File: config.mk
export PLATFORM = sky130hd
export DESIGN_NAME = bcd_seq_conv
export DESIGN_NICKNAME = d
export VERILOG_FILES = /design/src/rtl/bcd_conv_pkg.sv /design/src/rtl/bcd_digit_fix.sv /design/src/rtl/bcd_fix_bank.sv /design/src/rtl/bcd_need_detect.sv /design/src/rtl/bcd_seq_conv.sv
export SDC_FILE = /design/constraint.sdc
export NUM_CORES = 1
export LEC_CHECK = 0
export ABC_CLOCK_PERIOD_IN_PS = 2150
export BUFFER_PORTS_ARGS = -buffer_cell sky130_fd_sc_hd__buf_4
export CORE_UTILIZATION = 37
export DETAILED_ROUTE_END_ITERATION = 12
export PLACE_DENSITY = 0.56
export SLEW_MARGIN = 5
export SYNTH_ARGS = -nofsm -noshare
export SYNTH_HDL_FRONTEND = slang
export SYNTH_SLANG_ARGS = --single-unit
File: constraint.sdc
create_clock -name clk -period 2.15 [get_ports clk]
set_input_delay 0.1075 -clock clk [delete_from_list [all_inputs] [get_ports clk]]
set_output_delay 0.1075 -clock clk [all_outputs]
set_load 0.03 [all_outputs]
File: src/rtl/bcd_conv_pkg.sv
`timescale 1ns/1ps
package bcd_conv_pkg;

    localparam int DIG_W   = 4;
    localparam int FIX_MIN = 5;
    localparam int FIX_ADD = 3;

    typedef enum logic [1:0] {
        ST_IDLE  = 2'd0,
        ST_SHIFT = 2'd1,
        ST_FIX   = 2'd2
    } conv_state_t;

endpackage

File: src/rtl/bcd_digit_fix.sv
`timescale 1ns/1ps
// One decimal digit: add three when the digit is five or more.
module bcd_digit_fix
    import bcd_conv_pkg::*;
(
    input  logic [DIG_W-1:0] dig_i,
    output logic [DIG_W-1:0] dig_o
);

    always_comb begin
        if (dig_i >= DIG_W'(FIX_MIN)) begin
            dig_o = dig_i + DIG_W'(FIX_ADD);
        end else begin
            dig_o = dig_i;
        end
    end

endmodule

File: src/rtl/bcd_fix_bank.sv
`timescale 1ns/1ps
// Applies the per-digit correction to a whole row of digits.
module bcd_fix_bank
    import bcd_conv_pkg::*;
#(
    parameter int N_DIG = 3
) (
    input  logic [N_DIG*DIG_W-1:0] digs_i,
    output logic [N_DIG*DIG_W-1:0] digs_o
);

    for (genvar g = 0; g < N_DIG; g++) begin : g_dig
        bcd_digit_fix fix_i (
            .dig_i (digs_i[g*DIG_W +: DIG_W]),
            .dig_o (digs_o[g*DIG_W +: DIG_W])
        );
    end

endmodule

File: src/rtl/bcd_need_detect.sv
`timescale 1ns/1ps
// Flags a row of digits in which at least one digit needs correcting.
module bcd_need_detect
    import bcd_conv_pkg::*;
#(
    parameter int N_DIG = 3
) (
    input  logic [N_DIG*DIG_W-1:0] digs_i,
    output logic                   need_o
);

    logic [N_DIG-1:0] hit;

    for (genvar g = 0; g < N_DIG; g++) begin : g_dig
        assign hit[g] = (digs_i[g*DIG_W +: DIG_W] >= DIG_W'(FIX_MIN));
    end

    assign need_o = |hit;

endmodule

File: src/rtl/bcd_seq_conv.sv
`timescale 1ns/1ps
// Sequential shift-and-add-3 converter, one step per clock.
module bcd_seq_conv
    import bcd_conv_pkg::*;
#(
    parameter int OP_W  = 8,
    parameter int N_DIG = 3
) (
    input  logic                   clk,
    input  logic                   rst,
    input  logic                   start,
    input  logic [OP_W-1:0]        operand,
    output logic                   busy,
    output logic                   done,
    output logic [N_DIG*DIG_W-1:0] bcd
);

    localparam int DIG_BITS = N_DIG * DIG_W;
    localparam int SH_W     = DIG_BITS + OP_W;
    localparam int CNT_W    = $clog2(OP_W + 1);

    typedef struct packed {
        conv_state_t      st;
        logic [SH_W-1:0]  sh;
        logic [CNT_W-1:0] cnt;
        logic             done;
    } conv_regs_t;

    conv_regs_t r_q, r_d;

    logic [SH_W-1:0]     shifted;
    logic [DIG_BITS-1:0] fixed_digs;
    logic                need_next;

    assign shifted = r_q.sh << 1;

    bcd_fix_bank #(.N_DIG(N_DIG)) fix_bank_i (
        .digs_i (r_q.sh[SH_W-1:OP_W]),
        .digs_o (fixed_digs)
    );

    bcd_need_detect #(.N_DIG(N_DIG)) need_i (
        .digs_i (shifted[SH_W-1:OP_W]),
        .need_o (need_next)
    );

    always_comb begin
        r_d      = r_q;
        r_d.done = 1'b0;
        unique case (r_q.st)
            ST_IDLE: begin
                if (start) begin
                    r_d.sh  = {{DIG_BITS{1'b0}}, operand};
                    r_d.cnt = '0;
                    r_d.st  = ST_SHIFT;
                end
            end
            ST_SHIFT: begin
                r_d.sh  = shifted;
                r_d.cnt = r_q.cnt + 1'b1;
                if (r_q.cnt == CNT_W'(OP_W - 1)) begin
                    r_d.st   = ST_IDLE;
                    r_d.done = 1'b1;
                end else if (need_next) begin
                    r_d.st = ST_FIX;
                end else begin
                    r_d.st = ST_SHIFT;
                end
            end
            ST_FIX: begin
                r_d.sh = {fixed_digs, r_q.sh[OP_W-1:0]};
                r_d.st = ST_SHIFT;
            end
            default: begin
                r_d.st = ST_IDLE;
            end
        endcase
    end

    always_ff @(posedge clk) begin
        if (rst) begin
            r_q <= '0;
        end else begin
            r_q <= r_d;
        end
    end

    assign busy = (r_q.st != ST_IDLE);
    assign done = r_q.done;
    assign bcd  = r_q.sh[SH_W-1:OP_W];

endmodule

# Yosys cells after proc, flatten, opt, wreduce, memory -nomap -nowiden
# Index checks and enable logic that the tools add are counted.
[totals]
ff_bits = 27
input_bits = 11
wordCells = 47
out_inout_bits = 14
[op_classes]
addsub = 4
magnitude_cmp = 6
reduce_logical = 11
n_mux = 10
eq_ne = 7
bitwise = 2
[op_table]
columns = ["cell", "count"]
rows = [
  ["20-bit case mux with 3 select lines", 1],
  ["26-bit 2-to-1 mux", 1],
  ["4-bit by 3-bit greater-or-equal comparator with 1-bit output (second input constant)", 6],
  ["4-bit by 2-bit adder with 4-bit output (second input constant)", 3],
  ["4-bit 2-to-1 mux", 3],
  ["3-bit AND reduction", 4],
  ["4-bit case mux with 2 select lines", 1],
  ["2-bit by 1-bit inequality test with 1-bit output (second input constant)", 3],
  ["2-bit case mux with 3 select lines", 1],
  ["4-bit by 1-bit adder with 4-bit output (second input constant)", 1],
  ["4-bit by 3-bit == test with 1-bit output (second input constant)", 1],
  ["2-bit 2-to-1 mux", 2],
  ["2-bit nonzero test", 2],
  ["3-bit nonzero test", 1],
  ["3-bit OR reduction", 1],
  ["2-bit by 1-bit == test with 1-bit output (second input constant)", 1],
  ["2-bit == test (second input constant)", 1],
  ["2-bit logical NOT", 1],
  ["2-bit inequality test (second input constant)", 1],
  ["1-bit NOT", 2],
  ["2-bit AND reduction", 1],
  ["2-bit OR reduction", 1],
  ["1-bit 2-to-1 mux", 1],
]

# Depth between registers and ports, before layout
# Gate-level depths: netlist of the first run.
[logic_depth]
word_depth = 5
mapped_depth = 8
depth_no_buf = 6

# By module
# From an unflattened synthesis of the first run, not the netlist that was laid out.
[hier_totals]
hier_cells = 214
hier_area_um2 = 1798.0
[modules_own_cells]
columns = ["module", "cells_each", "area_per_inst_um2", "instances", "seq_area_each_um2"]
rows = [
  ["bcd_seq_conv", 161, 1462.7, 1, 540.5],
  ["bcd_digit_fix", 16, 101.3, 3, 0.0],
  ["bcd_need_detect", 5, 31.3, 1, 0.0],
]

# Worst setup path before layout of the first run
# No wires, ideal clock.
[synth_timing]
kind = "reg2reg"
from = "reg r_q[25] in the netlist's numbering"
to = "reg r_q, in the netlist bcd[11]"
required_ps = 2090
synth_period_minus_slack_ps = 1635
setup_time_ps = 60
setup_slack_ps = 515
arrival_time_ps = 1575
path_stages_with_launch = 7
path_buffers = 0
cell_sequence = "dfxtp_1 inv_1 ha_1 nor3b_4 nand3_1 o32ai_1 a22o_1"
[synth_between]
elab_chain_cells = 3
elab_cells_between_ends = 8
cone_classes = "4 x eq/ne; 1 x mux; 3 x reduce/logical"
[synth_rtl]
columns = ["item", "line", "rtl"]
rows = [
  ["start, declared", "bcd_seq_conv.sv:29", "conv_regs_t r_q, r_d;"],
  ["start signal, assigned", "bcd_seq_conv.sv:84", "r_q <= r_d;"],
  ["2-bit == test (tied with other cells)", "bcd_seq_conv.sv:50", "unique case (r_q.st)"],
  ["2-bit by 1-bit inequality test with 1-bit output (no source line) (tied with other cells)", "n/a", ""],
  ["3-bit AND reduction (no source line)", "n/a", ""],
]
# Parallel ways exist; a longest one is shown, timed or not.
# A chain may end at the register's enable or synchronous reset.

# Worst setup path after layout of the first run
[layout_timing]
from = "reg r_q[25] in the netlist's numbering"
to = "reg r_q, in the netlist bcd[7]"
# Same word-level chain as after synthesis.

==> out/metrics.cfg, run 1 <==
[sta]
post-route-min-period_ns = 1.854
setup_ws_ns = 0.2957
hold_violations = 0
fmaxAchievable_mhz = 539.3
clock_skew_ns = 0.002176
rsz0062_at_grt = no
setup_viol_count_final = 0
finalSetupTns_ns = 0
worst_pin_slew_ns = 0.5794
hold-worst-slack_ns = 0.1073
finalMaxSlewViolations = 0
period_share = 0.8625
relSlewSlack = 0.6097

[synthesis]
synth_edf_count = 0
ys_seq_elements = 27
ys_types = 33
seq_area_frac_synth = 0.3086
synth.cell_area_um2 = 1752
yosysWarnings = 0
ys_top_cells_by_count = o21ai_0 (33), dfxtp_1 (27), inv_1 (13)
yosys-top-cells-area = dfxtp_1 (31%), o21ai_0 (9.4%), ha_1 (8.6%)
synth_top_area_frac = 0.3086
synthArstFlopShare = 0
synth_flop_cell = dfxtp_1
syn_area_per_cell_um2 = 7.962
yosys.area.top_type = dfxtp_1
synth_most_common_cell = o21ai_0
synth_cells = 220
synth_fp_nets = 243

[worst_setup_path]
slowest_delay_ns = 0.41
arrival_ns = 2.07
critPathSlowestCell = dfxtp_1
crit_path_start = r_q[25]
endpoint_kind = register
path_depth = 6
worst-r2r-setup-slack_ns = 0.30
worstRegToRegCells = 6
path_buf_inv = 1
critPathLaunchType = register
path_class = register to register
worst-path-max-fanout = 12
cp.required_ns = 2.37
r2r_end = bcd[7]
crit_chain = inv_1 > ha_1 > nand2b_1 > nand3_1 > o32ai_1 > a22o_1
cp-endpoint = bcd[7]
critical_path.top_delay_family = simple AND/OR/NAND/NOR gates
reg2reg_from = r_q[25]

[final_layout]
layout-drive-gt1-share = 0.1659
fin_cells = 281
insertedDiodeCount = 0
multi_input_area_um2 = 1013
regArea_um2 = 540.5
syn_to_final_growth_pct = 10.29
fillers = 482
final_nets = 253

[global_route]
antenna_found_initial = 0
grt_pass1_wl_um = 7003
overflow = 0
grt_pass1_vias = 1473
grt_max_degree = 29
grt_usage = 0.1701

[pwr]
total_power_uw = 1005
power-per-cell-area_nw_per_um2 = 520.4
leakage_uw = 0.0006891
vdd_drop_max_uv = 373.7

[drt]
vias = 1544
drt_iter0_markers = 110
drc = 0
firstDrtPassIters = 7
wirelength_um = 3844
viasPerCell = 5.495
wl_per_cell_um = 13.68
drt.antenna.violating_nets = 0

[die]
dieArea_um2 = 5013
io_pins = 25
die_x_um = 70.81
core_area_um2 = 4444
start_util = 0.3941
dieHeight_um = 70.81
core.rowCount = 24

[cts]
cts_tree = yes
cts_setup_buffers = 0
clk_path_buf_depth = 2
cts_htree_levels = 1
clk_pin_slew_ns = 0.09
cts_num_sinks = 27
cts-root-buf = clkbuf_8
ctsResizeCount = 0
cts_buffers = 3
clk_latency_ns = 0.27
postCtsHoldBufs = 0

[placement]
dp_slack_ns = 0.3148
dp_hpwl_um = 2709
place.gp.congestion = 0.7560
placedCellCount = 277
io_buffers = 24

[status]
status = finished, final reports clean

[min_path]
hold_path.class = input pin to register

[job]
drv_cap = 0

-- layer usage --
layer	wire (um)	global-route usage
met5	0	0
met1	1908	0.2375
met2	1738	0.2799
met3	183	0.03419
met4	13	0.02000
-- through the flow --
step | cell area [um2] | utilization
finish | 1932 | 0.4347
global route | 1932 | 0.4347
CTS | 1932 | 0.4347
detailed placement | 1886 | 0.4243
global placement | 1886 | 0.4243
floorplan | 1752 | -
-- worst register-to-register path, delay by kind of cell, from the launching register on --
family,cells,cell delay [ns]
fa+ha+maj,1,0.26
flops,1,0.41
compound gates,2,0.50
simple gates,2,0.55
buf+inv,1,0.08
-- cells by family after synthesis --
kind of cell             count (synthesis)  synth area share
adder cells (fa/ha/maj)                 12           0.08571
multiplexers                             1          0.007855
AND/OR/NAND/NOR                         74            0.2407
XOR/XNOR                                 3           0.01500
buffers and inverters                   37            0.1129
AO/OA/AOI/OAI                           66            0.2293
flip-flops                              27            0.3086
-- state kept, by name, summed over array words and instances (netlist names) --
name and flops:
done 1, r_q 14, bcd 12
-- worst min-delay path by stage --
stage	start	cells past startpoint	slack, ns	endpoint
after detailed placement	operand[0]	3	0.40	r_q[5]
after CTS	operand[0]	3	0.10	r_q[5]
after global placement	operand[0]	3	0.40	r_q[5]
final	operand[0]	3	0.11	r_q[5]
after floorplan	operand[0]	2	0.27	r_q[5]
after global routing	operand[1]	3	0.12	r_q[6]
-- placed cells by master, fill, tap and decap left out --
cell       count
nor3b_4        1
nand4_1       12
a22oi_1        1
clkinv_2       1
a32oi_1        1
and4_1         1
a22o_1         3
ha_1          12
nand3b_1       3
o21a_1         3
nor2_4         1
nor2_1         9
o22ai_1        1
buf_4         29
nor2b_1        8
nand2_1       11
nor3b_1        1
a311oi_1       8
xor2_1         3
mux2i_2        1
nor2_2         2
and2_1         1
nor3_1         2
nand3_1       11
o21ai_0       33
nand2b_1      11
inv_1         13
dfxtp_1       27
a21oi_1       12
clkbuf_8       3
o32ai_1        3
a2111oi_0      1
-- report_power, final --
group | total, uW | internal, uW | switching [uW] | leakage [uW]
Combinational | 184 | 73.0 | 111 | 0.000444
Sequential | 536 | 522 | 14.6 | 0.000220
Clock | 285 | 130 | 155 | 0.0000255
Total | 1010 | 725 | 281 | 0.000689
-- area by class of cell --
cell class / instances / share of cell area
repair buffers: 29 / 0.1127
flip-flops and latches: 27 / 0.2798
multi-input cells: 156 / 0.5246
inverters: 13 / 0.02526
clock buffers: 3 / 0.02137
well taps: 52 / 0.03368
clock inverters: 1 / 0.002591
(Power assumes the default switching activity.)
==> inputs of run 2 (changes only) <==
Settings changed: CTS_BUF_LIST from default to sky130_fd_sc_hd__clkbuf_4.
==> out/metrics.cfg, run 2 (synthesis results as in run 1) <==
[sta]
finalMaxSlewViolations = 0  ; unchanged
hold_violations = 0  ; unchanged
post-route-min-period_ns = 1.864  ; +0.01008 ns
rsz0062_at_grt = no
worst_pin_slew_ns = 0.5052  ; -0.07420 ns
clock_skew_ns = 0.002523  ; +0.0003473 ns
fmaxAchievable_mhz = 536.4  ; -0.54%
relSlewSlack = 0.6597  ; +0.04999
setup_viol_count_final = 0  ; unchanged
period_share = 0.8672  ; +0.004687
finalSetupTns_ns = 0  ; unchanged

[drt]
firstDrtPassIters = 6  ; -1
viasPerCell = 5.459  ; -0.65%
drt_iter0_markers = 115  ; +4.5%
drc = 0  ; unchanged
wirelength_um = 3850  ; +0.16%
drt.antenna.violating_nets = 0  ; unchanged
wl_per_cell_um = 13.70  ; +0.16%
vias = 1534  ; -0.65%

[cts]
cts_tree = yes
clk_pin_slew_ns = 0.15  ; +0.06 ns
cts_num_sinks = 27  ; unchanged
cts_buffers = 3  ; unchanged
clk_path_buf_depth = 2  ; unchanged
clk_latency_ns = 0.32  ; +0.05 ns
ctsResizeCount = 0  ; unchanged
postCtsHoldBufs = 0  ; unchanged
cts-root-buf = clkbuf_4
cts_htree_levels = 1  ; unchanged
cts_setup_buffers = 0  ; unchanged

[final_layout]
final_common_cell = o21ai_0
layout-drive-gt1-share = 0.1659  ; unchanged
largest_reg_flops = 14  ; unchanged
fin_cells = 281  ; unchanged
finalCoreUtilization = 0.4305  ; -0.004223
syn_to_final_growth_pct = 9.214
insertedDiodeCount = 0  ; unchanged
final_nets = 253  ; unchanged
regMostFlops = r_q
layout_common_cells = o21ai_0 (33), buf_4 (29), dfxtp_1 (27), inv_1 (13)

[worst_setup_path]
crit_chain = inv_1 > ha_1 > nand2b_1 > nand3_1 > o32ai_1 > a22o_1
crit_path_start = r_q[25]
critPathSlowestCell = dfxtp_1
arrival_ns = 2.15  ; +0.08 ns
reg2reg_from = r_q[25]
critPathLaunchType = register
endpoint_kind = register
worst-path-max-fanout = 12  ; unchanged
path_class = register to register
cp.required_ns = 2.43  ; +0.06 ns
slowest_delay_ns = 0.42  ; about the same

[global_route]
antenna_found_initial = 0  ; unchanged
overflow = 0  ; unchanged
grt_pass1_wl_um = 7010  ; about the same
grt_usage = 0.1707  ; +0.0006010
grt_pass1_vias = 1472  ; -0.068%
grt_max_degree = 29  ; unchanged

[die]
dieArea_um2 = 5013  ; unchanged
die_x_um = 70.81  ; unchanged
core.rowCount = 24  ; unchanged
core_area_um2 = 4444  ; unchanged
dieHeight_um = 70.81  ; unchanged
io_pins = 25  ; unchanged
start_util = 0.3941  ; unchanged

[pwr]
power-per-cell-area_nw_per_um2 = 493.1  ; -5.2%
vdd_drop_max_uv = 365.1  ; -2.3%
leakage_uw = 0.0006813  ; -1.1%

[placement]
placedCellCount = 277  ; unchanged
io_buffers = 24  ; unchanged
dp_hpwl_um = 2709  ; unchanged
place.gp.congestion = 0.7560  ; unchanged

[min_path]
min_from = operand[0]
hold_path.class = input pin to register

[job]
drv_cap = 0  ; unchanged

[status]
status = finished, final reports clean

## run 2: changes by cell type in the layout (fill, tap and decap cells not counted)
| cell | before | now |
|---|---|---|
| clkbuf_4 | 0 | 3 |
| clkbuf_8 | 3 | 0 |
## run 2: final timing paths
check / slack, ns / cells past startpoint / end
worst max-delay path: 0.29 / 6 / bcd[7]
worst min-delay path: 0.04 / 3 / r_q[5]
worst max register to register: 0.29 / 6 / bcd[7]
worst min register to register: 0.49 / 2 / r_q[4]
## run 2: metal layers
| layer | GRT usage | vias up | wire length, um |
|---|---|---|---|
| met4 | 0.02667 | 0 | 18 |
| li1 | - | 797 | - |
| met5 | 0 | - | 0 |
| met3 | 0.03419 | 2 | 171 |
| met1 | 0.2366 | 697 | 1933 |
| met2 | 0.2799 | 38 | 1727 |
## run 2: critical path: cells and delay by family, from the launching register on
family / cells / cell delay [ns]
adder cells (fa/ha/maj): 1 / 0.26
flip-flops: 1 / 0.42
AND/OR/NAND/NOR: 2 / 0.55
AO/OA/AOI/OAI: 2 / 0.50
buffers and inverters: 1 / 0.08
## run 2: final cells by class
| type | count | area (um2) |
|---|---|---|
| multi-input combinational | 156 | 1013 |
| timing repair buffer | 29 | 217.7 |
| clock buffer | 3 | 22.52 |
| inverter | 13 | 48.80 |
| clock inverter | 1 | 5.005 |
| sequential | 27 | 540.5 |
| fill | 488 | 2531 |
| tap | 52 | 65.06 |
## run 2: stage by stage
stage | cell area, um2 | hold WS [ns] | power (uW) | worst slack, ns
5_1_grt | 1913 | 0.03654 | 1002 | 0.02420
3_5_place_dp | 1886 | 0.3979 | 734.3 | 0.3148
6_report | 1913 | 0.04026 | 943.4 | 0.2856
3_3_place_gp | 1886 | 0.3973 | 733.4 | 0.3631
4_1_cts | 1913 | 0.02769 | 956.0 | 0.2933
2_1_floorplan | 1752 | 0.2722 | 678.8 | 0.5150
## run 2: power by group
group | internal (uW) | switching, uW | total, uW
Combinational | 73.0 | 111 | 184
Sequential | 523 | 14.7 | 537
Clock | 69.8 | 152 | 222
